### src/rtl/pwm_fifo_pkg.sv
// Package: register addresses, control field positions and shared widths
// for the queued-duty PWM. Assumes a 32-bit register bus.
package pwm_fifo_pkg;
    localparam int BUS_W      = 32;
    localparam int SAMPLE_W   = 16;
    localparam int PRESC_W    = 12;

    localparam logic [1:0] ADDR_CTRL   = 2'd0;
    localparam logic [1:0] ADDR_STAT   = 2'd1;
    localparam logic [1:0] ADDR_SAMPLE = 2'd2;
    localparam logic [1:0] ADDR_PERIOD = 2'd3;

    localparam int CTL_EN     = 0;
    localparam int CTL_SWR    = 3;
    localparam int CTL_PRE_LO = 4;
    localparam int CTL_SRC_LO = 16;
    localparam int CTL_DBG    = 22;

    localparam int STA_EMPTY  = 3;
    localparam int STA_FWE    = 4;
endpackage

### src/rtl/pwm_sample_fifo.sv
// Module: pwm_sample_fifo
// Small queue of duty samples. A push while full is dropped; the caller
// flags the error. Flush empties it in one cycle. Assumes DEPTH is a power
// of two.
module pwm_sample_fifo #(
    parameter int WIDTH = 16,
    parameter int DEPTH = 4,
    localparam int AW   = $clog2(DEPTH),
    localparam int LW   = $clog2(DEPTH + 1)
) (
    input  logic             clk,
    input  logic             rst_n,
    input  logic             flush,
    input  logic             push,
    input  logic [WIDTH-1:0] din,
    input  logic             pop,
    output logic [WIDTH-1:0] dout,
    output logic [LW-1:0]    level,
    output logic             full,
    output logic             empty
);
    logic [WIDTH-1:0] mem [DEPTH];
    logic [AW-1:0]    wptr, rptr;
    logic             do_push, do_pop;

    assign full    = (level == LW'(DEPTH));
    assign empty   = (level == '0);
    assign do_push = push && !full;
    assign do_pop  = pop && !empty;
    assign dout    = mem[rptr];

    // Pointer and level bookkeeping, cleared by reset or flush.
    always_ff @(posedge clk) begin
        if (!rst_n || flush) begin
            wptr  <= '0;
            rptr  <= '0;
            level <= '0;
        end else begin
            if (do_push) wptr <= wptr + 1'b1;
            if (do_pop)  rptr <= rptr + 1'b1;
            level <= level + LW'(do_push) - LW'(do_pop);
        end
    end

    // Storage write.
    always_ff @(posedge clk) begin
        if (do_push && !flush) mem[wptr] <= din;
    end
endmodule

### src/rtl/pwm_counter_core.sv
// Module: pwm_counter_core
// Prescaler, period counter and compare. It takes one sample when it
// starts and at every wrap, reusing the held duty when none is available.
// Assumes 'active' already folds in enable and error gating.
module pwm_counter_core #(
    parameter int SAMPLE_W = 16,
    parameter int PRESC_W  = 12
) (
    input  logic                clk,
    input  logic                rst_n,
    input  logic                clr,
    input  logic                active,
    input  logic                halt,
    input  logic [PRESC_W-1:0]  presc_div,
    input  logic [SAMPLE_W-1:0] period,
    input  logic                sample_avail,
    input  logic [SAMPLE_W-1:0] sample,
    output logic                pop,
    output logic                pwm_out
);
    logic                running;
    logic [PRESC_W-1:0]  presc;
    logic [SAMPLE_W-1:0] cnt, duty;
    logic                tick, wrap, boundary;

    assign tick     = running && !halt && (presc == presc_div);
    assign wrap     = tick && (cnt >= period);
    assign boundary = active && (!running || wrap);
    assign pop      = boundary && sample_avail && !clr;
    assign pwm_out  = running && (cnt < duty);

    // Run state, prescaler, counter and held duty.
    always_ff @(posedge clk) begin
        if (!rst_n || clr) begin
            running <= 1'b0;
            presc   <= '0;
            cnt     <= '0;
            duty    <= '0;
        end else if (!active) begin
            running <= 1'b0;
            presc   <= '0;
            cnt     <= '0;
        end else begin
            running <= 1'b1;
            if (boundary && sample_avail) duty <= sample;
            if (!running) begin
                presc <= '0;
                cnt   <= '0;
            end else if (!halt) begin
                if (tick) begin
                    presc <= '0;
                    cnt   <= wrap ? '0 : cnt + 1'b1;
                end else begin
                    presc <= presc + 1'b1;
                end
            end
        end
    end
endmodule

### src/rtl/pwm_fifo_top.sv
// Module: pwm_fifo_top
// Register front end of the queued-duty PWM: control, status, sample push
// and period registers, software-reset sequencing and error flag. Assumes
// one register access per strobe; reads are combinational.
module pwm_fifo_top
    import pwm_fifo_pkg::*;
#(
    parameter int DEPTH      = 4,
    parameter int SWR_CYCLES = 8,
    localparam int LW        = $clog2(DEPTH + 1),
    localparam int SWR_W     = $clog2(SWR_CYCLES + 1)
) (
    input  logic             clk,
    input  logic             rst_n,
    input  logic             bus_wr,
    input  logic [1:0]       bus_addr,
    input  logic [BUS_W-1:0] bus_wdata,
    output logic [BUS_W-1:0] bus_rdata,
    input  logic             dbg_halt,
    output logic             pwm_out
);
    logic                en_q, dbg_q, fwe_q;
    logic [1:0]          src_q;
    logic [PRESC_W-1:0]  presc_q;
    logic [SAMPLE_W-1:0] period_q;
    logic [SWR_W-1:0]    swr_cnt;
    logic                swr_busy, swr_start, soft_clr;
    logic                wr_ctrl, wr_stat, wr_samp, wr_per;
    logic [SAMPLE_W-1:0] fifo_dout;
    logic [LW-1:0]       fifo_level;
    logic                fifo_full, fifo_empty, fifo_pop;

    assign swr_busy  = (swr_cnt != '0);
    assign wr_ctrl   = bus_wr && !swr_busy && (bus_addr == ADDR_CTRL);
    assign wr_stat   = bus_wr && !swr_busy && (bus_addr == ADDR_STAT);
    assign wr_samp   = bus_wr && !swr_busy && (bus_addr == ADDR_SAMPLE);
    assign wr_per    = bus_wr && !swr_busy && (bus_addr == ADDR_PERIOD);
    assign swr_start = wr_ctrl && bus_wdata[CTL_SWR];
    assign soft_clr  = swr_start || swr_busy;

    // Control and period registers, software-reset countdown.
    always_ff @(posedge clk) begin
        if (!rst_n) begin
            en_q <= 1'b0; dbg_q <= 1'b0; src_q <= '0; presc_q <= '0;
            period_q <= '0; swr_cnt <= '0;
        end else if (swr_busy) begin
            swr_cnt <= swr_cnt - 1'b1;
        end else if (swr_start) begin
            en_q <= 1'b0; dbg_q <= 1'b0; src_q <= '0; presc_q <= '0;
            period_q <= '0; swr_cnt <= SWR_W'(SWR_CYCLES);
        end else begin
            if (wr_ctrl) begin
                en_q    <= bus_wdata[CTL_EN];
                dbg_q   <= bus_wdata[CTL_DBG];
                src_q   <= bus_wdata[CTL_SRC_LO +: 2];
                presc_q <= bus_wdata[CTL_PRE_LO +: PRESC_W];
            end
            if (wr_per) period_q <= bus_wdata[SAMPLE_W-1:0];
        end
    end

    // Write-error flag: set on push into a full queue, cleared by W1C or soft reset.
    always_ff @(posedge clk) begin
        if (!rst_n || soft_clr)                 fwe_q <= 1'b0;
        else if (wr_samp && fifo_full)          fwe_q <= 1'b1;
        else if (wr_stat && bus_wdata[STA_FWE]) fwe_q <= 1'b0;
    end

    pwm_sample_fifo #(.WIDTH(SAMPLE_W), .DEPTH(DEPTH)) u_fifo (
        .clk   (clk),
        .rst_n (rst_n),
        .flush (soft_clr),
        .push  (wr_samp),
        .din   (bus_wdata[SAMPLE_W-1:0]),
        .pop   (fifo_pop),
        .dout  (fifo_dout),
        .level (fifo_level),
        .full  (fifo_full),
        .empty (fifo_empty)
    );

    pwm_counter_core #(.SAMPLE_W(SAMPLE_W), .PRESC_W(PRESC_W)) u_core (
        .clk          (clk),
        .rst_n        (rst_n),
        .clr          (soft_clr),
        .active       (en_q && !fwe_q),
        .halt         (dbg_halt && !dbg_q),
        .presc_div    (presc_q),
        .period       (period_q),
        .sample_avail (!fifo_empty),
        .sample       (fifo_dout),
        .pop          (fifo_pop),
        .pwm_out      (pwm_out)
    );

    // Register read multiplexer.
    always_comb begin
        bus_rdata = '0;
        case (bus_addr)
            ADDR_CTRL: begin
                bus_rdata[CTL_EN]                 = en_q;
                bus_rdata[CTL_SWR]                = swr_busy;
                bus_rdata[CTL_PRE_LO +: PRESC_W]  = presc_q;
                bus_rdata[CTL_SRC_LO +: 2]        = src_q;
                bus_rdata[CTL_DBG]                = dbg_q;
            end
            ADDR_STAT: begin
                bus_rdata[2:0]       = 3'(fifo_level);
                bus_rdata[STA_EMPTY] = fifo_empty;
                bus_rdata[STA_FWE]   = fwe_q;
            end
            ADDR_PERIOD: bus_rdata[SAMPLE_W-1:0] = period_q;
            default:     bus_rdata = '0;
        endcase
    end
endmodule

### config.mk
export PLATFORM = sky130hd
export DESIGN_NAME = pwm_fifo_top
export DESIGN_NICKNAME = d
export VERILOG_FILES = /design/src/rtl/pwm_fifo_pkg.sv /design/src/rtl/pwm_sample_fifo.sv /design/src/rtl/pwm_counter_core.sv /design/src/rtl/pwm_fifo_top.sv
export SDC_FILE = /design/constraint.sdc
export NUM_CORES = 1
export LEC_CHECK = 0
export CAP_MARGIN = 20
export CORE_UTILIZATION = 42
export DETAILED_ROUTE_END_ITERATION = 8
export DONT_BUFFER_PORTS = 1
export PLACE_DENSITY = 0.58
export SETUP_SLACK_MARGIN = 0.1
export SYNTH_ARGS = -nofsm -noshare
export SYNTH_HDL_FRONTEND = slang
export SYNTH_SLANG_ARGS = --single-unit
### constraint.sdc
create_clock -name clk -period 2.91 [get_ports clk]
set_clock_uncertainty 0.05 [all_clocks]
set_input_delay 0.1455 -clock clk [delete_from_list [all_inputs] [get_ports clk]]
set_output_delay 0.1455 -clock clk [all_outputs]
set_load 0.03 [all_outputs]
==> results of run 1 <==
cells by family after synthesis:
logic type | Yosys count | synth area share (%)
flip-flops | 153 | 49.0
XOR/XNOR | 40 | 4.64
multiplexers | 17 | 4.90
AND/OR/NAND/NOR | 251 | 17.6
AO/OA/AOI/OAI | 121 | 10.5
buffers and inverters | 94 | 5.79
other | 1 | 0.0496
adder cells (fa/ha/maj) | 45 | 7.55
sequential cells by signal, summed over array words and instances, names as in the netlist, 2 cells and up:
signal        flops
presc_q          12
src_q             2
u_fifo.rptr       2
u_core.cnt       16
swr_cnt           4
u_fifo.mem       64
u_core.duty      16
period_q         16
u_fifo.wptr       2
u_fifo.level      3
u_core.presc     12
per-layer routing:
| metal | track usage, % | routed length [microns] | up-vias |
|---|---|---|---|
| met5 | 0 | 27 | - |
| met3 | 4.59 | 887 | 33 |
| met4 | 9.51 | 552 | 4 |
| li1 | - | - | 2723 |
| met1 | 28.1 | 8510 | 2737 |
| met2 | 35.5 | 8860 | 148 |
timing repair:
action | 4_1_cts | 5_1_grt
hold buffers | 41 | 0
hold endpoints to repair | 105 | 0
setup endpoints to repair | 2 | 7
gates resized for setup | 15 | 7
pin swaps | 10 | 4
setup buffers | 1 | 3
worst paths after layout:
check,start,endpoint,slack [ns],cells after the start
worst min-delay path,dbg_halt,u_core.presc[1]$_SDFFE_PP0N_,0.04,3
worst min register to register,u_core.duty[8]$_SDFFE_PP0P_,u_core.duty[8]$_SDFFE_PP0P_,0.45,2
worst max-delay path,period_q[8]$_SDFFE_PN0P_,u_fifo.level[2]$_SDFF_PP0_,-0.13,15
worst max register to register,period_q[8]$_SDFFE_PN0P_,u_fifo.level[2]$_SDFF_PP0_,-0.13,15
worst max-delay path: cells and delay by family (launching register included):
kind / cells / cell delay (ns)
compound gates: 3 / 0.59
xor+xnor: 2 / 0.34
fa+ha+maj: 4 / 0.97
buf+inv: 3 / 0.13
flops: 1 / 0.32
simple gates: 3 / 0.50
stage by stage:
stage	setup TNS, ns	util, %
finish	-0.131	53.1
floorplan	-0.252	-
detailed placement	-0.261	46.3
CTS	-0.145	52.8
global route	-0.388	53.1
global placement	-0.181	46.3
power groups by stage:
stage / sequential (mW) / combinational (mW) / clock [mW]
2_1_floorplan: 2.41 / 0.558 / 0
3_3_place_gp: 2.41 / 0.705 / 0
3_5_place_dp: 2.42 / 0.717 / 0
4_1_cts: 2.37 / 0.853 / 2.38
5_1_grt: 2.39 / 0.958 / 2.47
6_report: 2.38 / 0.877 / 2.35
final cells by class:
cell class / instances / area (sq um) / area share [%]
multi-input combinational: 487 / 3580 / 38.7
tap: 225 / 282 / 3.04
inverter: 43 / 161 / 1.74
clock inverter: 15 / 200 / 2.16
sequential: 153 / 3710 / 40.1
clock buffer: 17 / 425 / 4.60
antenna: 1 / 2.50 / 0.0270
timing repair buffer: 105 / 891 / 9.63
placed cells by master (no fill, tap or decap), drive strengths merged, types with 2 or more instances in the layout:
cell type,instances
a222oi,3
a21oi,29
clkinv,3
clkbuf,17
and2,11
xnor2,15
nand3,30
a21boi,2
bufinv,3
nor3b,17
nor2,56
conb,13
xor2,25
nor4,9
nor2b,34
a22oi,26
a21o,5
a22o,2
and4,3
dlygate4sd3,41
a211oi,2
edfxtp,64
inv,51
nand2b,4
buf,64
nand4,14
nand2,46
ha,44
and3,8
mux4,16
nor3,14
a31oi,17
dfxtp,89
o21ai,27
o21a,3
==> reports/metrics.csv, run 1 <==
stage,metric,value,unit
status,status,"complete, but fails checks",
status,violated checks,setup timing,
pwr,internal power,4.07,mW
synthesis,synthesized area,7560,sq um
clock_network,Clock Latency Late Sink,0.43,ns
worst_setup_path,slowest cell on the critical path,fa_2,
place,pre-CTS WS,-0.226,ns
worst_setup_path,crit path kind,flip-flop to flip-flop,
pwr,net switching power,1.53,mW
pwr,total power,5.60,mW
synthesis,"flops & latches, synth",153,
global_route,GRT Total Usage,21.9,%
synthesis,most frequent cells after synthesis,"89 x dfxtp_1, 64 x edfxtp_1, 56 x nor2_1, 45 x nand2_1, 44 x ha_1",
timing,final worst setup slack,-0.131,ns
synthesis,top cell type's share of synthesized area,25.4,%
worst_setup_path,crit-path max FO,2,
final_layout,synthesis-to-layout area growth,22.5,%
floorplanning,Die Y-Extent,136,microns
synthesis,Netlist cell types,55,
synthesis,"FFs w/ async S/R, synth",0,%
pwr,combinational fraction of design power,15.7,%
timing,min cycle time layout,3.04,ns
place,RePlAce Congestion,0.824,
clock_network,total CTS buffers,17,
worst_hold_path,Hold Path Class,input pin to flip-flop,
drt,DRT antenna net count,0,
timing,RSZ-0062 raised after global routing,true,
clock_network,CTS tree,yes,
floorplanning,DIE AREA,18500,sq um
worst_setup_path,CP Capture Type,flip-flop,
place,Placed Area,8070,sq um
timing,final hold vios,0,
clock_network,CTS Root Cell,clkbuf_16,
global_route,total grt overflow,0,
global_route,largest net degree at the start of global routing,34,
timing,fmax,0.329,GHz
final_layout,layout cell share with drive strength beyond 1,17.8,%
floorplanning,FP Rows,48,
run,max_cap viols,0,
place,Port Buffers,0,
pwr,worst vdd ir,0.481,mV
floorplanning,Core Region,17400,sq um
timing,setup violators final,1,
timing,"Slew Viols, Final",0,
worst_setup_path,CP Cell Sequence,inv_1 -> ha_1 -> nand4_1 -> nor4_2 -> a32oi_2 -> a211oi_2 -> o21a_1 -> ha_1 -> inv_1 -> ha_2 -> inv_2 -> fa_2 -> xor2_1 -> xnor2_1 -> nor2_1,
drt,total wire length,18800,microns
clock_network,clock sink total,153,
worst_setup_path,"Arr. time, crit path",3.28,ns
drt,vias per inst,5.40,
floorplanning,Top Ports,71,
clock_network,H-tree depth,4,
floorplanning,Starting Density,43.4,%
pwr,sw frac,27.3,%
pwr,Seq pwr share,42.4,%
timing,Hold Slack,0.0358,ns
place,Placed Cells incl. Taps,968,
synthesis,Yosys top cell by area,edfxtp_1,
global_route,first-pass GRT wire length,30200,microns
pwr,pwr dens,605,nW/um^2
timing,max_slew headroom,35.8,%
final_layout,nets@finish,890,
final_layout,"Cell Count, Final, Fillers Out",1046,
synthesis,top_reg_cell synth,dfxtp_1,
timing,Slew @ Worst Pin,0.960,ns
clock_network,clock-pin transition on the worst setup and hold timing paths,0.07,ns
worst_setup_path,required time worst endpoint,3.15,ns
synthesis,"EDFF count, synth",64,
worst_setup_path,"Largest stage delay, worst path",0.33,ns
worst_setup_path,Startpoint Class,flip-flop,
clock_network,clk buf depth,2,
timing,Tcrit/Tclk final,105,%
drt,drt initial violations,347,
floorplanning,die width,136,microns
synthesis,synth warn,0,
synthesis,sequential element share of the synthesized area,49.0,%
pwr,leakage,3.38,nW
global_route,vias in the first global route,5682,
synthesis,largest cells by area after synthesis,"edfxtp_1 25%, dfxtp_1 24%, ha_1 7.3%, mux4_2 4.8%, xor2_1 2.9%",
pwr,clock share of power,41.9,%
drt,Residual DRC,0,
place,detailed-placement wirelength estimate,13100,microns
synthesis,Syn Area/Cell,10.5,sq um
drt,DR vias,5645,
synthesis,"count leader, synth",dfxtp_1,
drt,Routed WL per cell,18.0,microns
final_layout,# fillers,1538,
synthesis,Mapped Cells,722,
final_layout,"Design Area, Final",9260,sq um
drt,TritonRoute pass-1 iters,5,
global_route,initial antenna violation count,3,
(Power assumes the default switching activity.)
==> run 2, diff against run 1 <==
Settings changed: BUFFER_PORTS_ARGS set to -buffer_cell sky130_fd_sc_hd__buf_4, DONT_BUFFER_PORTS 1 to unset, PLACE_DENSITY 0.58 to 0.61.
==> reports/metrics.csv, run 2 (synthesis gave the netlist of run 1 again) <==
stage,metric,value,unit
final_layout,area of the multi-input gates,3570,sq um
worst_hold_path,hold path depth,1,
floorplanning,Top Ports,71,
final_layout,nets@finish,909,
global_route,largest net degree at the start of global routing,41,
timing,setup violators final,2,
drt,DRT antenna net count,0,
place,Port Buffers,44,
drt,vias per inst,5.37,
global_route,vias in the first global route,5744,
timing,max_slew headroom,43.9,%
final_layout,layout cell share with drive strength beyond 1,22.6,%
worst_setup_path,CP Capture Type,flip-flop,
final_layout,"Design Area, Final",9320,sq um
timing,final worst setup slack,-0.186,ns
final_layout,largest reg by FF count,u_fifo.mem,
worst_setup_path,Startpoint Class,flip-flop,
pwr,sw frac,27.5,%
worst_hold_path,min-delay src,bus_wdata[3],
worst_setup_path,worst reg2reg startpoint,period_q[9]$_SDFFE_PN0P_,
global_route,total grt overflow,0,
final_layout,number of flip-flops in the largest register,64,
clock_network,Clock Latency Late Sink,0.42,ns
pwr,leakage,3.44,nW
place,detailed-placement wirelength estimate,13300,microns
timing,RSZ-0062 raised after global routing,true,
global_route,initial antenna violation count,0,
pwr,total power,5.58,mW
pwr,clock share of power,42.1,%
worst_setup_path,r2r setup slk,-0.19,ns
timing,Slew @ Worst Pin,0.840,ns
clock_network,total CTS buffers,17,
drt,DR vias,5714,
drt,total wire length,18400,microns
timing,"Slew Viols, Final",0,
floorplanning,die width,136,microns
final_layout,register area,3710,sq um
global_route,first-pass GRT wire length,29800,microns
floorplanning,FP Rows,48,
pwr,net switching power,1.54,mW
status,status,"complete, but fails checks",
clock_network,clock-pin transition on the worst setup and hold timing paths,0.07,ns
place,pre-CTS WS,-0.288,ns
global_route,GRT Total Usage,21.5,%
status,violated checks,setup timing,
drt,Routed WL per cell,17.3,microns
pwr,combinational fraction of design power,15.3,%
drt,TritonRoute pass-1 iters,5,
worst_hold_path,Hold Path Class,input pin to flip-flop,
run,max_cap viols,0,
worst_setup_path,crit path kind,flip-flop to flip-flop,
clock_network,clock sink total,153,
final_layout,most frequent cells in the layout,"109 x buf_4, 83 x dfxtp_1, 64 x edfxtp_1",
timing,min cycle time layout,3.10,ns
worst_setup_path,crit-path max FO,2,
pwr,internal power,4.04,mW
clock_network,CTS tree,yes,
timing,final hold vios,0,
floorplanning,DIE AREA,18500,sq um
final_layout,# fillers,1542,
clock_network,clk buf depth,2,
worst_setup_path,R2R cell count,15,
worst_setup_path,required time worst endpoint,3.14,ns
pwr,pwr dens,598,nW/um^2
final_layout,synthesis-to-layout area growth,23.4,%
worst_hold_path,"Endpoint, Worst Hold",u_fifo.mem[2][3]$_DFFE_PP_,
final_layout,diode count,0,
timing,total negative slack,-0.224,ns
final_layout,"commonest non-fill, non-tap cell in the layout",buf_4,
timing,fmax,0.323,GHz
floorplanning,Starting Density,43.4,%
worst_setup_path,"Arr. time, crit path",3.33,ns
pwr,Seq pwr share,42.5,%
place,Placed Area,8390,sq um
timing,Tcrit/Tclk final,106,%
floorplanning,Die Y-Extent,136,microns
pwr,worst vdd ir,0.429,mV
clock_network,H-tree depth,4,
drt,Residual DRC,0,
floorplanning,Core Region,17400,sq um
clock_network,CTS Root Cell,clkbuf_16,
place,RePlAce Congestion,0.826,
drt,drt initial violations,342,
worst_setup_path,capturing point of the worst reg2reg path,u_fifo.level[2]$_SDFF_PP0_,
[run 2: changes by cell type in the layout (fill, tap and decap cells not counted), moves of 2 or more]
| cell | before | now |
|---|---|---|
| inv_2 | 5 | 7 |
| inv_1 | 38 | 36 |
| dlygate4sd3_1 | 41 | 15 |
| inv_8 | 4 | 2 |
| inv_6 | 4 | 6 |
| buf_4 | 64 | 109 |
[run 2: worst max-delay path by stage]
stage / start / endpoint / slack [ns]
final: period_q[9]$_SDFFE_PN0P_ / u_fifo.level[2]$_SDFF_PP0_ / -0.19
after global placement: period_q[11]$_SDFFE_PN0P_ / u_fifo.level[2]$_SDFF_PP0_ / -0.21
after floorplan: u_core.cnt[0]$_SDFFE_PP0P_ / u_fifo.level[2]$_SDFF_PP0_ / -0.21
after global routing: period_q[11]$_SDFFE_PN0P_ / u_fifo.level[2]$_SDFF_PP0_ / -0.28
after CTS: period_q[9]$_SDFFE_PN0P_ / u_fifo.level[2]$_SDFF_PP0_ / -0.17
after detailed placement: period_q[14]$_SDFFE_PN0P_ / u_fifo.level[2]$_SDFF_PP0_ / -0.29
[run 2: repair_timing]
item                                    in CTS  in global routing
hold buffers                                15                  0
endpoints found under the hold margin       62                  0
setup buffers                                5                  1
pin swaps                                    9                  3
resized for setup                           20                  2
endpoints found under the setup margin       2                  2
[run 2: area by class of cell]
class	count	area share, %
Sequential cell	153	39.8
Multi-Input combinational cell	487	38.3
Timing Repair Buffer	124	10.4
Clock buffer	17	4.56
Tap cell	225	3.02
Clock inverter	15	2.19
Inverter	43	1.73
[run 2: critical path: stages (launching register included)]
cell      delay (ns)
dfxtp_2         0.33
inv_2           0.04
ha_4            0.25
nand4_1         0.20
nor4_2          0.33
a32oi_2         0.18
a211oi_2        0.28
o21a_1          0.14
ha_1            0.23
inv_2           0.07
ha_4            0.12
inv_2           0.03
fa_2            0.33
xor2_1          0.19
xnor2_1         0.13
nor2_1          0.05
[run 2: stage by stage]
step                      cells  util [%]  hold slack, ns
after floorplan             734         -           0.194
after global placement     1011      48.2           0.327
after detailed placement   1011      48.2           0.336
after CTS                  1063      53.4          0.0797
after global routing       1064      53.5          0.0857
final                      1064      53.5          0.0862
[run 2: power by group through the flow]
stage / clock network (mW) / logic [mW] / registers [mW]
5_1_grt: 2.47 / 0.939 / 2.38
3_5_place_dp: 0 / 0.804 / 2.42
2_1_floorplan: 0 / 0.558 / 2.41
3_3_place_gp: 0 / 0.787 / 2.41
6_report: 2.35 / 0.855 / 2.37
4_1_cts: 2.38 / 0.846 / 2.37
[run 2: per-layer routing]
layer / share of wire, % / global-route usage [%] / vias up
met5: 0 / 0 / -
met4: 3.8 / 11.8 / 0
met3: 3.5 / 3.02 / 36
met2: 48 / 35.9 / 148
met1: 44 / 26.7 / 2766
li1: - / - / 2764
